`src/rtl/blink_pkg.sv`:
```
package blink_pkg;

    typedef enum logic [0:0] {
        PH_SHOW = 1'b0,
        PH_HIDE = 1'b1
    } phase_e;

    // 3/5 of a period, the visible share of every blink cycle
    function automatic int vis_of(input int period);
        return (period * 3) / 5;
    endfunction

endpackage

```
`src/rtl/vs_edge_det.sv`:
```
module vs_edge_det (
    input  logic clk,
    input  logic rst_n,
    input  logic vs_raw,
    input  logic vs_pol,
    output logic fld_edge
);
    logic prev_q;
    logic primed_q;

    // Previous raw level is stored, so the polarity choice is applied to
    // both samples at once and a polarity switch alone cannot look like an edge.
    always_ff @(posedge clk or negedge rst_n) begin
        if (!rst_n) begin
            prev_q   <= 1'b0;
            primed_q <= 1'b0;
        end else begin
            prev_q   <= vs_raw;
            primed_q <= 1'b1;
        end
    end

    always_comb begin
        if (!primed_q)
            fld_edge = 1'b0;
        else if (vs_pol)
            fld_edge = vs_raw & ~prev_q;
        else
            fld_edge = ~vs_raw & prev_q;
    end

endmodule

```
`src/rtl/blink_phase_fsm.sv`:
```
module blink_phase_fsm
    import blink_pkg::*;
#(
    parameter int P0    = 25,
    parameter int P1    = 30,
    parameter int P2    = 50,
    parameter int P3    = 60,
    parameter int CNT_W = 6
) (
    input  logic             clk,
    input  logic             rst_n,
    input  logic             fld_edge,
    input  logic [1:0]       sel,
    output logic             show,
    output logic [CNT_W-1:0] cnt_o
);
    localparam logic [CNT_W-1:0] LEN0 = CNT_W'(P0);
    localparam logic [CNT_W-1:0] LEN1 = CNT_W'(P1);
    localparam logic [CNT_W-1:0] LEN2 = CNT_W'(P2);
    localparam logic [CNT_W-1:0] LEN3 = CNT_W'(P3);
    localparam logic [CNT_W-1:0] VIS0 = CNT_W'(vis_of(P0));
    localparam logic [CNT_W-1:0] VIS1 = CNT_W'(vis_of(P1));
    localparam logic [CNT_W-1:0] VIS2 = CNT_W'(vis_of(P2));
    localparam logic [CNT_W-1:0] VIS3 = CNT_W'(vis_of(P3));

    phase_e           state_q, state_n;
    logic [CNT_W-1:0] cnt_q, cnt_n;
    logic [1:0]       sel_q;
    logic [CNT_W-1:0] len_cur, vis_cur;
    logic             restart;

    always_comb begin
        unique case (sel_q)
            2'd0: begin len_cur = LEN0; vis_cur = VIS0; end
            2'd1: begin len_cur = LEN1; vis_cur = VIS1; end
            2'd2: begin len_cur = LEN2; vis_cur = VIS2; end
            default: begin len_cur = LEN3; vis_cur = VIS3; end
        endcase
    end

    assign restart = (sel != sel_q);

    // next count
    always_comb begin
        cnt_n = cnt_q;
        if (restart)
            cnt_n = '0;
        else if (fld_edge)
            cnt_n = (cnt_q == len_cur - 1'b1) ? '0 : cnt_q + 1'b1;
    end

    // next state
    always_comb begin
        state_n = state_q;
        unique case (state_q)
            PH_SHOW: begin
                if (restart)
                    state_n = PH_SHOW;
                else if (fld_edge && cnt_n == vis_cur)
                    state_n = PH_HIDE;           // show_to_hide
            end
            PH_HIDE: begin
                if (restart)
                    state_n = PH_SHOW;           // restart
                else if (fld_edge && cnt_n == '0)
                    state_n = PH_SHOW;           // hide_to_show
            end
            default: state_n = PH_SHOW;
        endcase
    end

    // state register
    always_ff @(posedge clk or negedge rst_n) begin
        if (!rst_n) begin
            state_q <= PH_SHOW;
            cnt_q   <= '0;
            sel_q   <= 2'd0;
        end else begin
            state_q <= state_n;
            cnt_q   <= cnt_n;
            sel_q   <= sel;
        end
    end

    // outputs
    always_comb begin
        show  = (state_q == PH_SHOW);
        cnt_o = cnt_q;
    end

endmodule

```
`src/rtl/attr_pixel_gate.sv`:
```
module attr_pixel_gate #(
    parameter int              CODE_W     = 8,
    parameter logic [CODE_W-1:0] BLANK_CODE = 8'hFE
) (
    input  logic              clk,
    input  logic              rst_n,
    input  logic              show,
    input  logic              blink_en,
    input  logic              reverse_en,
    input  logic              attr_blink,
    input  logic              attr_reverse,
    input  logic [CODE_W-1:0] char_code,
    input  logic              font_px,
    output logic              pix_out
);
    logic px_rev;
    logic hide;
    logic px_n;

    always_comb begin
        px_rev = font_px ^ (reverse_en & attr_reverse);
        hide   = blink_en & attr_blink & ~show;
        px_n   = (char_code != BLANK_CODE) & ~hide & px_rev;
    end

    always_ff @(posedge clk or negedge rst_n) begin
        if (!rst_n)
            pix_out <= 1'b0;
        else
            pix_out <= px_n;
    end

endmodule

```
`src/rtl/blink_gate_top.sv`:
```
module blink_gate_top #(
    parameter int              P0         = 25,
    parameter int              P1         = 30,
    parameter int              P2         = 50,
    parameter int              P3         = 60,
    parameter int              CODE_W     = 8,
    parameter logic [CODE_W-1:0] BLANK_CODE = 8'hFE
) (
    input  logic              clk,
    input  logic              rst_n,
    input  logic              vsync_in,
    input  logic              vsync_pol,
    input  logic [1:0]        period_sel,
    input  logic              blink_en,
    input  logic              reverse_en,
    input  logic              attr_blink,
    input  logic              attr_reverse,
    input  logic [CODE_W-1:0] char_code,
    input  logic              font_px,
    output logic              pix_out
);
    localparam int PMAX01 = (P0 > P1) ? P0 : P1;
    localparam int PMAX23 = (P2 > P3) ? P2 : P3;
    localparam int PMAX   = (PMAX01 > PMAX23) ? PMAX01 : PMAX23;
    localparam int CNT_W  = $clog2(PMAX + 1);

    logic             fld_edge;
    logic             show_phase;
    logic [CNT_W-1:0] field_cnt;

    vs_edge_det u_edge (
        .clk      (clk),
        .rst_n    (rst_n),
        .vs_raw   (vsync_in),
        .vs_pol   (vsync_pol),
        .fld_edge (fld_edge)
    );

    blink_phase_fsm #(
        .P0(P0), .P1(P1), .P2(P2), .P3(P3), .CNT_W(CNT_W)
    ) u_fsm (
        .clk      (clk),
        .rst_n    (rst_n),
        .fld_edge (fld_edge),
        .sel      (period_sel),
        .show     (show_phase),
        .cnt_o    (field_cnt)
    );

    attr_pixel_gate #(
        .CODE_W(CODE_W), .BLANK_CODE(BLANK_CODE)
    ) u_gate (
        .clk          (clk),
        .rst_n        (rst_n),
        .show         (show_phase),
        .blink_en     (blink_en),
        .reverse_en   (reverse_en),
        .attr_blink   (attr_blink),
        .attr_reverse (attr_reverse),
        .char_code    (char_code),
        .font_px      (font_px),
        .pix_out      (pix_out)
    );

endmodule

```
`config.mk`:
```
export PLATFORM = sky130hd
export DESIGN_NAME = blink_gate_top
export DESIGN_NICKNAME = d
export VERILOG_FILES = /design/src/rtl/blink_pkg.sv /design/src/rtl/vs_edge_det.sv /design/src/rtl/blink_phase_fsm.sv /design/src/rtl/attr_pixel_gate.sv /design/src/rtl/blink_gate_top.sv
export SDC_FILE = /design/constraint.sdc
export NUM_CORES = 1
export LEC_CHECK = 0
export BUFFER_PORTS_ARGS = -buffer_cell sky130_fd_sc_hd__buf_4
export CAP_MARGIN = 0
export CORE_UTILIZATION = 35
export CTS_CLUSTER_SIZE = 14
export DETAILED_ROUTE_END_ITERATION = 7
export GPL_TIMING_DRIVEN = 0
export PLACE_DENSITY = 0.61
export SLEW_MARGIN = 20
export SYNTH_ARGS = -nofsm -noshare
export SYNTH_HDL_FRONTEND = slang
export SYNTH_SLANG_ARGS = --single-unit
export TNS_END_PERCENT = 100
```
`constraint.sdc`:
```
create_clock -name clk -period 3.68 [get_ports clk]
set_input_delay 0.92 -clock clk [delete_from_list [all_inputs] [get_ports clk]]
set_output_delay 0.92 -clock clk [all_outputs]
set_load 0.02 [all_outputs]
```
==> results of run 1 <==
-- sequential cells by signal (all words and copies together), names as in the netlist --
name,count
u_edge.prev_q,1
u_edge.primed_q,1
u_fsm.cnt_o,6
u_fsm.sel_q,2
u_fsm.state_q,1
u_gate.pix_out,1
-- layout by cell type (no fill, tap or decap), types with 3 or more instances in the layout --
cell	count
xor2_1	5
ha_1	9
o21ai_0	7
clkbuf_4	3
a311oi_1	4
nand3_1	5
buf_4	19
xnor2_1	7
a22oi_1	3
inv_1	4
a21oi_1	4
nand2_1	10
nor2_1	10
dfrtp_1	12
-- cells by family after synthesis --
group	count (synthesis)
buffers and inverters	7
adder cells (fa/ha/maj)	9
AO/OA/AOI/OAI	28
multiplexers	1
AND/OR/NAND/NOR	43
XOR/XNOR	12
flip-flops	12
other	1
-- Yosys cell counts (all sizes together) --
| library cell | number | area, um^2 |
|---|---|---|
| nor3b | 2 | 15.0 |
| a31oi | 1 | 6.26 |
| xnor2 | 7 | 61.3 |
| o211ai | 1 | 7.51 |
| o311ai | 1 | 8.76 |
| dfrtp | 12 | 300 |
| nand4bb | 1 | 11.3 |
| or3 | 3 | 20.0 |
| buf | 2 | 10.0 |
| nor4 | 1 | 6.26 |
| a21oi | 4 | 20.0 |
| clkbuf | 1 | 3.75 |
| o221a | 1 | 11.3 |
| o2111ai | 2 | 17.5 |
| nand4 | 1 | 6.26 |
| a211oi | 1 | 12.5 |
| a2bb2oi | 1 | 8.76 |
| a41oi | 1 | 8.76 |
| nor3 | 2 | 10.0 |
| xor2 | 5 | 43.8 |
| nand3 | 5 | 25.0 |
| nand4b | 2 | 17.5 |
| a2111o | 1 | 11.3 |
| and2 | 1 | 8.76 |
| a311oi | 4 | 35.0 |
| o21ai | 7 | 35.0 |
| and4b | 1 | 10.0 |
| mux2i | 1 | 10.0 |
| a22oi | 3 | 22.5 |
| inv | 4 | 15.0 |
| nor2 | 10 | 37.5 |
| nand2b | 1 | 6.26 |
| and3 | 2 | 12.5 |
| ha | 9 | 113 |
| conb | 1 | 3.75 |
| and3b | 1 | 8.76 |
| nand2 | 10 | 37.5 |
-- through the flow --
step	utilization	setup WS (ns)	power (uW)	cell area [um^2]	hold WS (ns)
4_1_cts	0.445	1.11	310	1220	0.467
5_1_grt	0.445	0.926	327	1220	0.464
6_report	0.445	1.06	306	1220	0.460
3_5_place_dp	0.432	0.826	200	1180	0.485
2_1_floorplan	-	1.36	173	998	0.442
3_3_place_gp	0.432	0.843	199	1180	0.479
-- where the power goes --
| group | switching [uW] | internal (uW) |
|---|---|---|
| sequential | 4.59 | 135 |
| clock | 48.8 | 60.2 |
| combinational | 28.9 | 28.3 |
| total | 82.3 | 224 |
-- area by class of cell --
cell class | instances | area share
buffer | 3 | 0.0113
clock buffer | 4 | 0.0298
inverter | 4 | 0.0123
multi-input combinational | 94 | 0.550
sequential | 12 | 0.247
tap | 31 | 0.0319
timing repair buffer | 19 | 0.117
-- metal layers --
metal | vias to the layer above | GRT usage | wire, um
li1 | 462 | - | -
met1 | 453 | 0.216 | 1060
met2 | 23 | 0.263 | 1040
met3 | 4 | 0.0468 | 119
met4 | 0 | 0.0536 | 27
met5 | - | 0 | 0
-- worst max-delay path, cell delays in order --
cell and delay (ns):
buf_4 0.13, nor3b_1 0.32, o21ai_0 0.20, clkbuf_1 0.27, a21oi_1 0.37, nand2_1 0.09, nor4_1 0.31, o221a_1 0.22
-- final timing paths --
kind | start | end | cells after the start
max | vsync_in | u_fsm.state_q | 8
min | rst_n | u_edge.primed_q | 1
max reg2reg | u_fsm.sel_q[0] | u_fsm.state_q | 8
min reg2reg | u_fsm.state_q | u_gate.pix_out | 1
max in group asynchronous | rst_n | u_fsm.sel_q[0] | 1
min in group clk | u_fsm.state_q | u_gate.pix_out | 1
==> reports/metrics.csv, run 1 <==
stage,metric,value,unit
outcome,status,"complete, no violations",
cts,clk_lat worst skew,0.28,ns
cts,# Post-CTS Setup Buffers,0,
cells_and_area,Syn-to-layout area delta,21.8,%
synthesis,synthesized area,998,um^2
synthesis,Synth Area in XOR/XNOR,0.105,
floorplan,Ports,20,
detailed_routing,first drt pass iteration count,4,
sta,final hold vios,0,
floorplan,core area,2730,um^2
synthesis,post-synthesis simple-gate area fraction,0.233,
detailed_routing,DRC,0,
synthesis,Post-Synth Adder-Cell Area,0.113,
floorplan,Die Area,3070,um^2
placement,Placed Cells,163,
cts,"Reg clk slew, reported paths",0.09,ns
sta,TNS Setup,0,ns
detailed_routing,antenna-violating nets left,0,
setup_path,CP Class,primary input to flop,
cells_and_area,number of nets in the layout,165,
floorplan,Rows,19,
floorplan,die height,55.4,um
cells_and_area,share of layout cells above drive strength 1,0.206,
placement,hpwl dp,1760,um
cells_and_area,Seq. cell area,300,um^2
cts,cts hold-fix bufs,0,
detailed_routing,DR iter-0 viols,16,
sta,clock skew,0.00722,ns
synthesis,largest family of logic cells by synthesized area,simple AND/OR/NAND/NOR gates,
sta,RSZ-0062 raised after global routing,no,
detailed_routing,WL final,2250,um
global_routing,first-pass GRT wire length,4070,um
detailed_routing,post-DR wirelength/cell,13.4,um
worst_hold_path,Hold Path Class,primary input to asynchronous set/reset pin,
cells_and_area,n_diodes,0,
power,leakage power,0.000555,uW
synthesis,sequential element share of the synthesized area,0.301,
cts,Root Buffer,clkbuf_4,
power,PD cells,252,nW/um^2
cts,CTS tree,built,
sta,max-slew violation count,0,
cts,number of H-tree levels,1,
cts,CTS Buffer Depth,2,
setup_path,endpoint class of the critical path,flop,
sta,Final setup viols,0,
synthesis,complex-gate fraction of the synthesized area,0.206,
cells_and_area,Fill cells,266,
setup_path,Worst Path Arrival,2.84,ns
setup_path,Critical Path Start Type,primary input,
cells_and_area,"Cell Count, Final, Fillers Out",167,
global_routing,GRT Resource Usage Total,0.165,
synthesis,Syn Area/Cell,8.84,um^2
run,Max Cap Viol,0,
power,maximum VDD drop,0.181,mV
cts,total CTS buffers,3,
floorplan,Starting Density,0.365,
setup_path,Worst Path Max Fanout,10,
placement,RePlAce Congestion,0.870,
setup_path,R2R setup slack,1.10,ns
synthesis,synth unique cells,38,
global_routing,GR Overflow Total,0,
global_routing,initial antenna violation count,0,
cts,CTS sink count,12,
synthesis,Mapped Nets,141,
global_routing,vias in the first global route,936,
placement,IO Port Bufs,19,
sta,period utilization,0.712,
cts,post-CTS sizing,0,
setup_path,Worst EP required,3.90,ns
floorplan,Die W,55.4,um
detailed_routing,via count,942,
synthesis,yosys warns,0,
detailed_routing,routed vias/inst,5.64,
sta,Tmin final,2.62,ns
synthesis,Post-Syn Instances,113,
synthesis,post-synthesis mux area share,0.0100,
cells_and_area,multi-input logic area,669,um^2
synthesis,#FFs+latches synth,12,
sta,f_max,382,MHz
global_routing,largest net degree at the start of global routing,13,
Power figures use the tool's default switching activity.
==> run 2: changes to the inputs <==
--- a/config.mk
+++ b/config.mk
@@ -5,13 +5,14 @@
 export SDC_FILE = /design/constraint.sdc
 export NUM_CORES = 1
 export LEC_CHECK = 0
+export ABC_AREA = 1
 export BUFFER_PORTS_ARGS = -buffer_cell sky130_fd_sc_hd__buf_4
 export CAP_MARGIN = 0
 export CORE_UTILIZATION = 35
 export CTS_CLUSTER_SIZE = 14
 export DETAILED_ROUTE_END_ITERATION = 7
 export GPL_TIMING_DRIVEN = 0
-export PLACE_DENSITY = 0.61
+export PLACE_DENSITY = 0.63
 export SLEW_MARGIN = 20
 export SYNTH_ARGS = -nofsm -noshare
 export SYNTH_HDL_FRONTEND = slang
==> constraint.sdc (replaced) <==
create_clock -name clk -period 2.2 [get_ports clk]
set_input_delay 0.55 -clock clk [delete_from_list [all_inputs] [get_ports clk]]
set_output_delay 0.55 -clock clk [all_outputs]
set_load 0.02 [all_outputs]
==> run 2 against run 1 <==
- clock skew up 0.0023 ns
- routed wire length down 3.7%
- count of clock-buffer cells in the layout unchanged
==> reports/metrics.csv, run 2 <==
stage,metric,value,unit,change
setup_path,reg2reg start,u_fsm.sel_q[0],,unchanged
synthesis,Syn Area/Cell,7.35,um^2,was 8.84 um^2
synthesis,"top cells by area, synth","dfrtp_1 28%, nand2_1 13%, ha_1 10%, inv_1 8.7%, nand4_1 7.0%",,"was dfrtp_1 30%, ha_1 11%, xnor2_1 6.1%, xor2_1 4.4%, nand2_1 3.8%"
global_routing,largest net degree at the start of global routing,13,,unchanged
sta,Final setup viols,0,,unchanged
cells_and_area,max reg flops,6,,unchanged
synthesis,top-count cell post-synth,nand2_1,,was dfrtp_1
synthesis,synth unique cells,25,,was 38
setup_path,Crit. Startpoint,u_fsm.sel_q[0],,was vsync_in
sta,final hold vios,0,,unchanged
setup_path,Critical path buffers and inverters,1,,was 2
cells_and_area,n_diodes,0,,unchanged
setup_path,Worst EP required,2.39,ns,was 3.90 ns
cells_and_area,multi-input logic area,659,um^2,was 669 um^2
setup_path,Critical Path Start Type,flop,,was primary input
synthesis,Synth top area share,0.280,,was 0.301
sta,Tmin final,1.99,ns,
synthesis,Post-synth EDFFs,0,,unchanged
detailed_routing,DR iter-0 viols,19,,was 16
power,PD cells,409,nW/um^2,was 252 nW/um^2
synthesis,Post-synth top flop,dfrtp_1,,unchanged
global_routing,GRT Resource Usage Total,0.148,,was 0.165
cells_and_area,most frequent cells in the layout,"36 x nand2_1, 25 x inv_1, 22 x buf_4",,"was 19 x buf_4, 12 x dfrtp_1, 10 x nand2_1, 10 x nor2_1, 9 x ha_1"
sta,f_max,503,MHz,
setup_path,CP max-delay cell,dfrtp_2,,was a21oi_1
run,Max Cap Viol,0,,unchanged
placement,hpwl dp,1810,um,was 1760 um
synthesis,cell accounting for the most synthesized area,dfrtp_1,,unchanged
cts,"Reg clk slew, reported paths",0.09,ns,about the same
placement,RePlAce Congestion,0.792,,was 0.870
detailed_routing,WL final,2160,um,was 2250 um
global_routing,GR Overflow Total,0,,unchanged
synthesis,sequential element share of the synthesized area,0.280,,was 0.301
synthesis,Synth top cells by count,"36 x nand2_1, 25 x inv_1, 12 x dfrtp_1, 12 x nand4_1, 10 x nor2_1",,"was 12 x dfrtp_1, 10 x nand2_1, 10 x nor2_1"
power,leakage power,0.000679,uW,was 0.000555 uW
detailed_routing,post-DR wirelength/cell,10.7,um,was 13.4 um
cts,total CTS buffers,3,,unchanged
cells_and_area,Syn-to-layout area delta,22.0,%,was 21.8%
cells_and_area,share of layout cells above drive strength 1,0.281,,was 0.206
setup_path,endpoint class of the critical path,flop,,unchanged
cts,Root Buffer,clkbuf_4,,unchanged
cts,CTS Buffer Depth,2,,unchanged
floorplan,Starting Density,0.379,,was 0.365
setup_path,CP Class,flop to flop,,was primary input to flop
placement,IO Port Bufs,19,,unchanged
global_routing,initial antenna violation count,0,,unchanged
floorplan,core area,2830,um^2,was 2730 um^2
floorplan,Rows,19,,unchanged
floorplan,Die W,57.4,um,was 55.4 um
detailed_routing,via count,994,,was 942
cts,cts hold-fix bufs,0,,unchanged
detailed_routing,DRC,0,,unchanged
sta,hold_ws,0.0806,ns,was 0.460 ns
synthesis,#FFs+latches synth,12,,unchanged
sta,RSZ-0062 raised after global routing,no,,unchanged
cts,clk_lat worst skew,0.29,ns,was 0.28 ns
setup_path,crit-path max cell delay,0.41,ns,was 0.37 ns
synthesis,Post-Syn Instances,146,,was 113
synthesis,Mapped Nets,174,,was 141
sta,clock skew,0.00947,ns,was 0.00722 ns
cells_and_area,number of nets in the layout,200,,was 165
detailed_routing,routed vias/inst,4.92,,was 5.64
floorplan,Ports,20,,unchanged
detailed_routing,first drt pass iteration count,4,,unchanged
outcome,status,"complete, no violations",,unchanged
sta,TNS Setup,0,ns,unchanged
global_routing,first-pass GRT wire length,3680,um,was 4070 um
cts,CTS tree,built,,unchanged
synthesis,asr flop ratio synth,1.00,,unchanged
floorplan,Die Area,3290,um^2,was 3070 um^2
synthesis,synthesized area,1070,um^2,was 998 um^2
sta,period utilization,0.904,,
detailed_routing,antenna-violating nets left,0,,unchanged
setup_path,CP cell instances,"inv_1, ha_1, o21ai_0, nand2_1, nor2_4, nand3_4, nand2_2, nor2_4, nor2_1, nand3_1, o21ai_1, nor2_1",,"was buf_4, nor3b_1, o21ai_0, clkbuf_1, a21oi_1, nand2_1, nor4_1, o221a_1"
floorplan,die height,57.4,um,was 55.4 um
global_routing,vias in the first global route,919,,was 936
setup_path,Worst Path Max Fanout,10,,unchanged
synthesis,yosys warns,0,,unchanged
worst_hold_path,Hold Path Class,primary input to asynchronous set/reset pin,,unchanged
cells_and_area,Seq. cell area,302,um^2,was 300 um^2
cells_and_area,Fill cells,287,,was 266
power,maximum VDD drop,0.246,mV,was 0.181 mV
cts,CTS sink count,12,,unchanged
setup_path,Worst Path Arrival,2.17,ns,was 2.84 ns
setup_path,"CP delay by family, top",simple AND/OR/NAND/NOR gates,,was compound AO/OA/AOI/OAI gates
sta,max-slew violation count,0,,unchanged
cells_and_area,"commonest non-fill, non-tap cell in the layout",nand2_1,,was buf_4
cts,number of H-tree levels,1,,unchanged
[run 2: changes by cell type after synthesis, sizes merged, moves of 4 or more]
cell and change:
nand3 +11, o21ai -4, nand2 +30, inv +23, nor2 +6, nand4 +11
xnor2 -6
[run 2: cell families after synthesis]
group | synth area share
AO/OA/AOI/OAI | 0.0420
XOR/XNOR | 0.0326
adder cells (fa/ha/maj) | 0.105
buffers and inverters | 0.108
flip-flops | 0.280
other | 0.00349
AND/OR/NAND/NOR | 0.429
[run 2: what timing repair did]
item,in CTS,in global routing
setup buffers,0,2
setup endpoints to repair,0,1
gates resized for setup,0,2
[run 2: routing by layer]
metal | vias up | track usage | part of all wire
met2 | 25 | 0.241 | 0.49
met5 | - | 0 | 0
li1 | 509 | - | -
met4 | 0 | 0.0941 | 0.032
met1 | 452 | 0.181 | 0.44
met3 | 8 | 0.0227 | 0.037
[run 2: cell type report]
cell class,count,share of cell area
Sequential cell,12,0.230
Multi-Input combinational cell,104,0.503
Clock buffer,4,0.0277
Tap cell,31,0.0296
Buffer,2,0.00860
Timing Repair Buffer,21,0.120
Inverter,28,0.0802
[run 2: worst paths after layout]
path                                  end  slack, ns  depth (start not counted)
setup / recovery            u_fsm.state_q       0.21                         12
min in group clk           u_fsm.sel_q[0]       0.39                          1
hold reg to reg            u_gate.pix_out       0.51                          1
max in group asynchronous  u_fsm.sel_q[0]       1.94                          1
hold / removal              u_edge.prev_q       0.08                          1
setup reg to reg            u_fsm.state_q       0.21                         12
[run 2: per-stage QoR]
| step | instances | utilization | cell area (um^2) | setup slack [ns] | total power (uW) |
|---|---|---|---|---|---|
| finish | 202 | 0.463 | 1310 | 0.211 | 535 |
| global route | 202 | 0.463 | 1310 | 0.00812 | 561 |
| CTS | 200 | 0.456 | 1290 | 0.102 | 538 |
| detailed placement | 196 | 0.444 | 1250 | 0.0975 | 353 |
| global placement | 196 | 0.444 | 1250 | 0.191 | 349 |
| floorplan | 146 | - | 1070 | 0.380 | 305 |
[run 2: power by group]
| group | switching, uW | internal [uW] |
|---|---|---|
| Sequential | 5.60 | 227 |
| Clock | 84.1 | 101 |
| Combinational | 65.1 | 52.8 |
| Total | 155 | 381 |
==> run 3: changes to the inputs <==
--- a/config.mk
+++ b/config.mk
@@ -5,7 +5,6 @@
 export SDC_FILE = /design/constraint.sdc
 export NUM_CORES = 1
 export LEC_CHECK = 0
-export ABC_AREA = 1
 export BUFFER_PORTS_ARGS = -buffer_cell sky130_fd_sc_hd__buf_4
 export CAP_MARGIN = 0
 export CORE_UTILIZATION = 35
==> run 3 against run 2 <==
- the run now ends with setup timing left
- sequential share of layout area fell by 0.49 points
- first-iteration DRC count up 100%
- global-route usage increased by 2.8 points
- maximum frequency fell by 10%
- routed wire length up 14%
- register-to-register slack lost 0.22 ns
- utilization rose by 2.8 points
- hold slack improved by 0.0080 ns
- clock skew fell by 0.0018 ns
- cell count down 14%
- critical endpoint unchanged
- largest cell class unchanged
==> reports/metrics.csv, run 3 (synthesized netlist as in run 1, its figures left out) <==
stage,metric,value,unit,change
outcome,status,"complete, but fails checks",,"was complete, no violations"
outcome,failing checks,setup timing,,
power,PD cells,401,nW/um^2,was 409 nW/um^2
setup_path,CP cell instances,"buf_4, inv_1, ha_2, xnor2_2, a211oi_4, and2_4, a311oi_2, nor4_2, o221a_1",,"was inv_1, ha_1, o21ai_0, nand2_1, nor2_4, nand3_4, nand2_2, nor2_4, nor2_1, nand3_1, o21ai_1, nor2_1"
sta,Tmin final,2.21,ns,was 1.99 ns
setup_path,R2R setup slack,-0.01,ns,was 0.21 ns
detailed_routing,DRC,0,,unchanged
setup_path,Critical path buffers and inverters,2,,was 1
placement,Placed Cells,163,,was 196
sta,clock skew,0.00767,ns,was 0.00947 ns
cells_and_area,Syn-to-layout area delta,34.6,%,was 22.0%
detailed_routing,DR iter-0 viols,38,,was 19
cts,Root Buffer,clkbuf_4,,unchanged
sta,TNS Setup,-0.0136,ns,was 0 ns
global_routing,first-pass GRT wire length,4310,um,was 3680 um
cells_and_area,most frequent cells in the layout,"25 x buf_4, 10 x nand2_1, 10 x nor2_1, 10 x dfrtp_1",,"was 36 x nand2_1, 25 x inv_1, 22 x buf_4"
global_routing,largest net degree at the start of global routing,13,,unchanged
global_routing,initial antenna violation count,0,,unchanged
floorplan,die height,55.4,um,was 57.4 um
global_routing,GR Overflow Total,0,,unchanged
floorplan,Die W,55.4,um,was 57.4 um
cells_and_area,Fill cells,262,,was 287
cts,number of H-tree levels,1,,unchanged
setup_path,Critical Path Start Type,flop,,unchanged
cts,total CTS buffers,3,,unchanged
floorplan,Die Area,3070,um^2,was 3290 um^2
cts,cts hold-fix bufs,0,,unchanged
floorplan,Starting Density,0.365,,was 0.379
floorplan,core area,2730,um^2,was 2830 um^2
detailed_routing,post-DR wirelength/cell,14.3,um,was 10.7 um
sta,max-slew violation count,0,,unchanged
power,maximum VDD drop,0.290,mV,was 0.246 mV
placement,IO Port Bufs,19,,unchanged
cells_and_area,"commonest non-fill, non-tap cell in the layout",buf_4,,was nand2_1
cts,clk_lat worst skew,0.28,ns,was 0.29 ns
cts,CTS sink count,12,,unchanged
detailed_routing,WL final,2470,um,was 2160 um
setup_path,Worst Path Arrival,2.43,ns,was 2.17 ns
setup_path,Worst EP required,2.42,ns,was 2.39 ns
cts,CTS tree,built,,unchanged
setup_path,CP max-delay cell,dfrtp_2,,unchanged
setup_path,Worst Path Max Fanout,4,,was 10
setup_path,endpoint class of the critical path,flop,,unchanged
power,clock share of power,0.344,,was 0.346
detailed_routing,via count,982,,was 994
setup_path,CP Class,flop to flop,,unchanged
cells_and_area,share of layout cells above drive strength 1,0.338,,was 0.281
cts,CTS Buffer Depth,2,,unchanged
sta,Final setup viols,1,,was 0
power,Sw Share,0.280,,was 0.289
sta,period utilization,1.01,,was 0.904
placement,hpwl dp,1770,um,was 1810 um
cells_and_area,number of nets in the layout,171,,was 200
worst_hold_path,Hold Path Class,primary input to asynchronous set/reset pin,,unchanged
global_routing,vias in the first global route,926,,was 919
cells_and_area,"Cell Count, Final, Fillers Out",173,,was 202
cts,"Reg clk slew, reported paths",0.09,ns,about the same
detailed_routing,routed vias/inst,5.68,,was 4.92
placement,Placed Area,1180,um^2,was 1250 um^2
placement,RePlAce Congestion,0.889,,was 0.792
sta,f_max,452,MHz,was 503 MHz
setup_path,crit-path max cell delay,0.46,ns,was 0.41 ns
detailed_routing,antenna-violating nets left,0,,unchanged
run,Max Cap Viol,0,,unchanged
power,sequential power share,0.437,,was 0.434
power,leakage power,0.000583,uW,was 0.000679 uW
setup_path,reg2reg start,u_fsm.sel_q[1],,was u_fsm.sel_q[0]
sta,RSZ-0062 raised after global routing,yes,,was no
floorplan,Rows,19,,unchanged
setup_path,reg-to-reg endpoint,u_fsm.state_q,,unchanged
floorplan,Ports,20,,unchanged
cells_and_area,post-route cell area,1340,um^2,was 1310 um^2
sta,final hold vios,0,,unchanged
sta,final worst slack,-0.0136,ns,was 0.211 ns
cells_and_area,n_diodes,0,,unchanged
setup_path,Crit path depth,9,,was 12
power,Switch Pwr,151,uW,was 155 uW
detailed_routing,first drt pass iteration count,4,,unchanged
power,Comb power frac,0.219,,was 0.220
setup_path,"CP delay by family, top",compound AO/OA/AOI/OAI gates,,was simple AND/OR/NAND/NOR gates
power,cell internal pwr,388,uW,was 381 uW
global_routing,GRT Resource Usage Total,0.176,,was 0.148
cells_and_area,max reg flops,6,,unchanged
placement,pre-CTS setup slack,-0.281,ns,was 0.0975 ns
setup_path,R2R cell count,9,,was 12
[run 3: cell types whose count changed in the layout (fill, tap and decap cells not counted), sizes merged, moves of 3 or more]
cell    delta
inv       -23
nand4     -11
nand3     -11
xnor2      +6
a22oi      +3
nand2     -30
buf        +5
o21ai      +4
or3        +3
a311oi     +3
nor2       -6
[run 3: layout make-up]
cell class,instances,area (um^2),area share
inverter,4,17.5,0.0130
clock buffer,4,36.3,0.0270
sequential,12,303,0.225
tap,31,38.8,0.0289
buffer,3,13.8,0.0102
multi-input combinational,94,747,0.556
timing repair buffer,25,188,0.140
[run 3: repair_timing]
| action | CTS | global route |
|---|---|---|
| endpoints found under the setup margin | 3 | 1 |
| resized for setup | 10 | 9 |
| pin swaps | 9 | 1 |
| setup buffers | 6 | 0 |
| cloned | 0 | 0 |
[run 3: worst max path at each step]
| stage | from | to | slack (ns) |
|---|---|---|---|
| 3_5_place_dp | vsync_in | u_fsm.state_q | -0.28 |
| 3_3_place_gp | vsync_in | u_fsm.state_q | -0.26 |
| 5_1_grt | u_fsm.sel_q[1] | u_fsm.state_q | -0.12 |
| 4_1_cts | u_fsm.sel_q[0] | u_fsm.state_q | -0.03 |
| 2_1_floorplan | u_fsm.sel_q[0] | u_fsm.state_q | 0.02 |
| 6_report | u_fsm.sel_q[1] | u_fsm.state_q | -0.01 |
[run 3: power groups by stage]
stage	logic (uW)	registers (uW)	clock network [uW]
floorplan	49.4	239	0
global placement	94.0	238	0
detailed placement	96.7	239	0
CTS	109	235	189
global route	129	237	199
finish	118	235	185
[run 3: metal layers]
metal / share of wire / global-route usage / vias up / routed length (um)
met5: 0 / 0 / - / 0
met4: 0.0061 / 0.0357 / 0 / 15
met3: 0.061 / 0.0468 / 2 / 151
met2: 0.50 / 0.294 / 32 / 1230
met1: 0.43 / 0.229 / 467 / 1070
li1: - / - / 481 / -
[run 3: per-stage QoR]
step	total power [uW]	utilization	hold WS, ns
finish	539	0.492	0.0885
global route	565	0.492	0.100
CTS	533	0.479	0.0935
detailed placement	336	0.432	0.403
global placement	332	0.432	0.402
floorplan	289	-	0.254
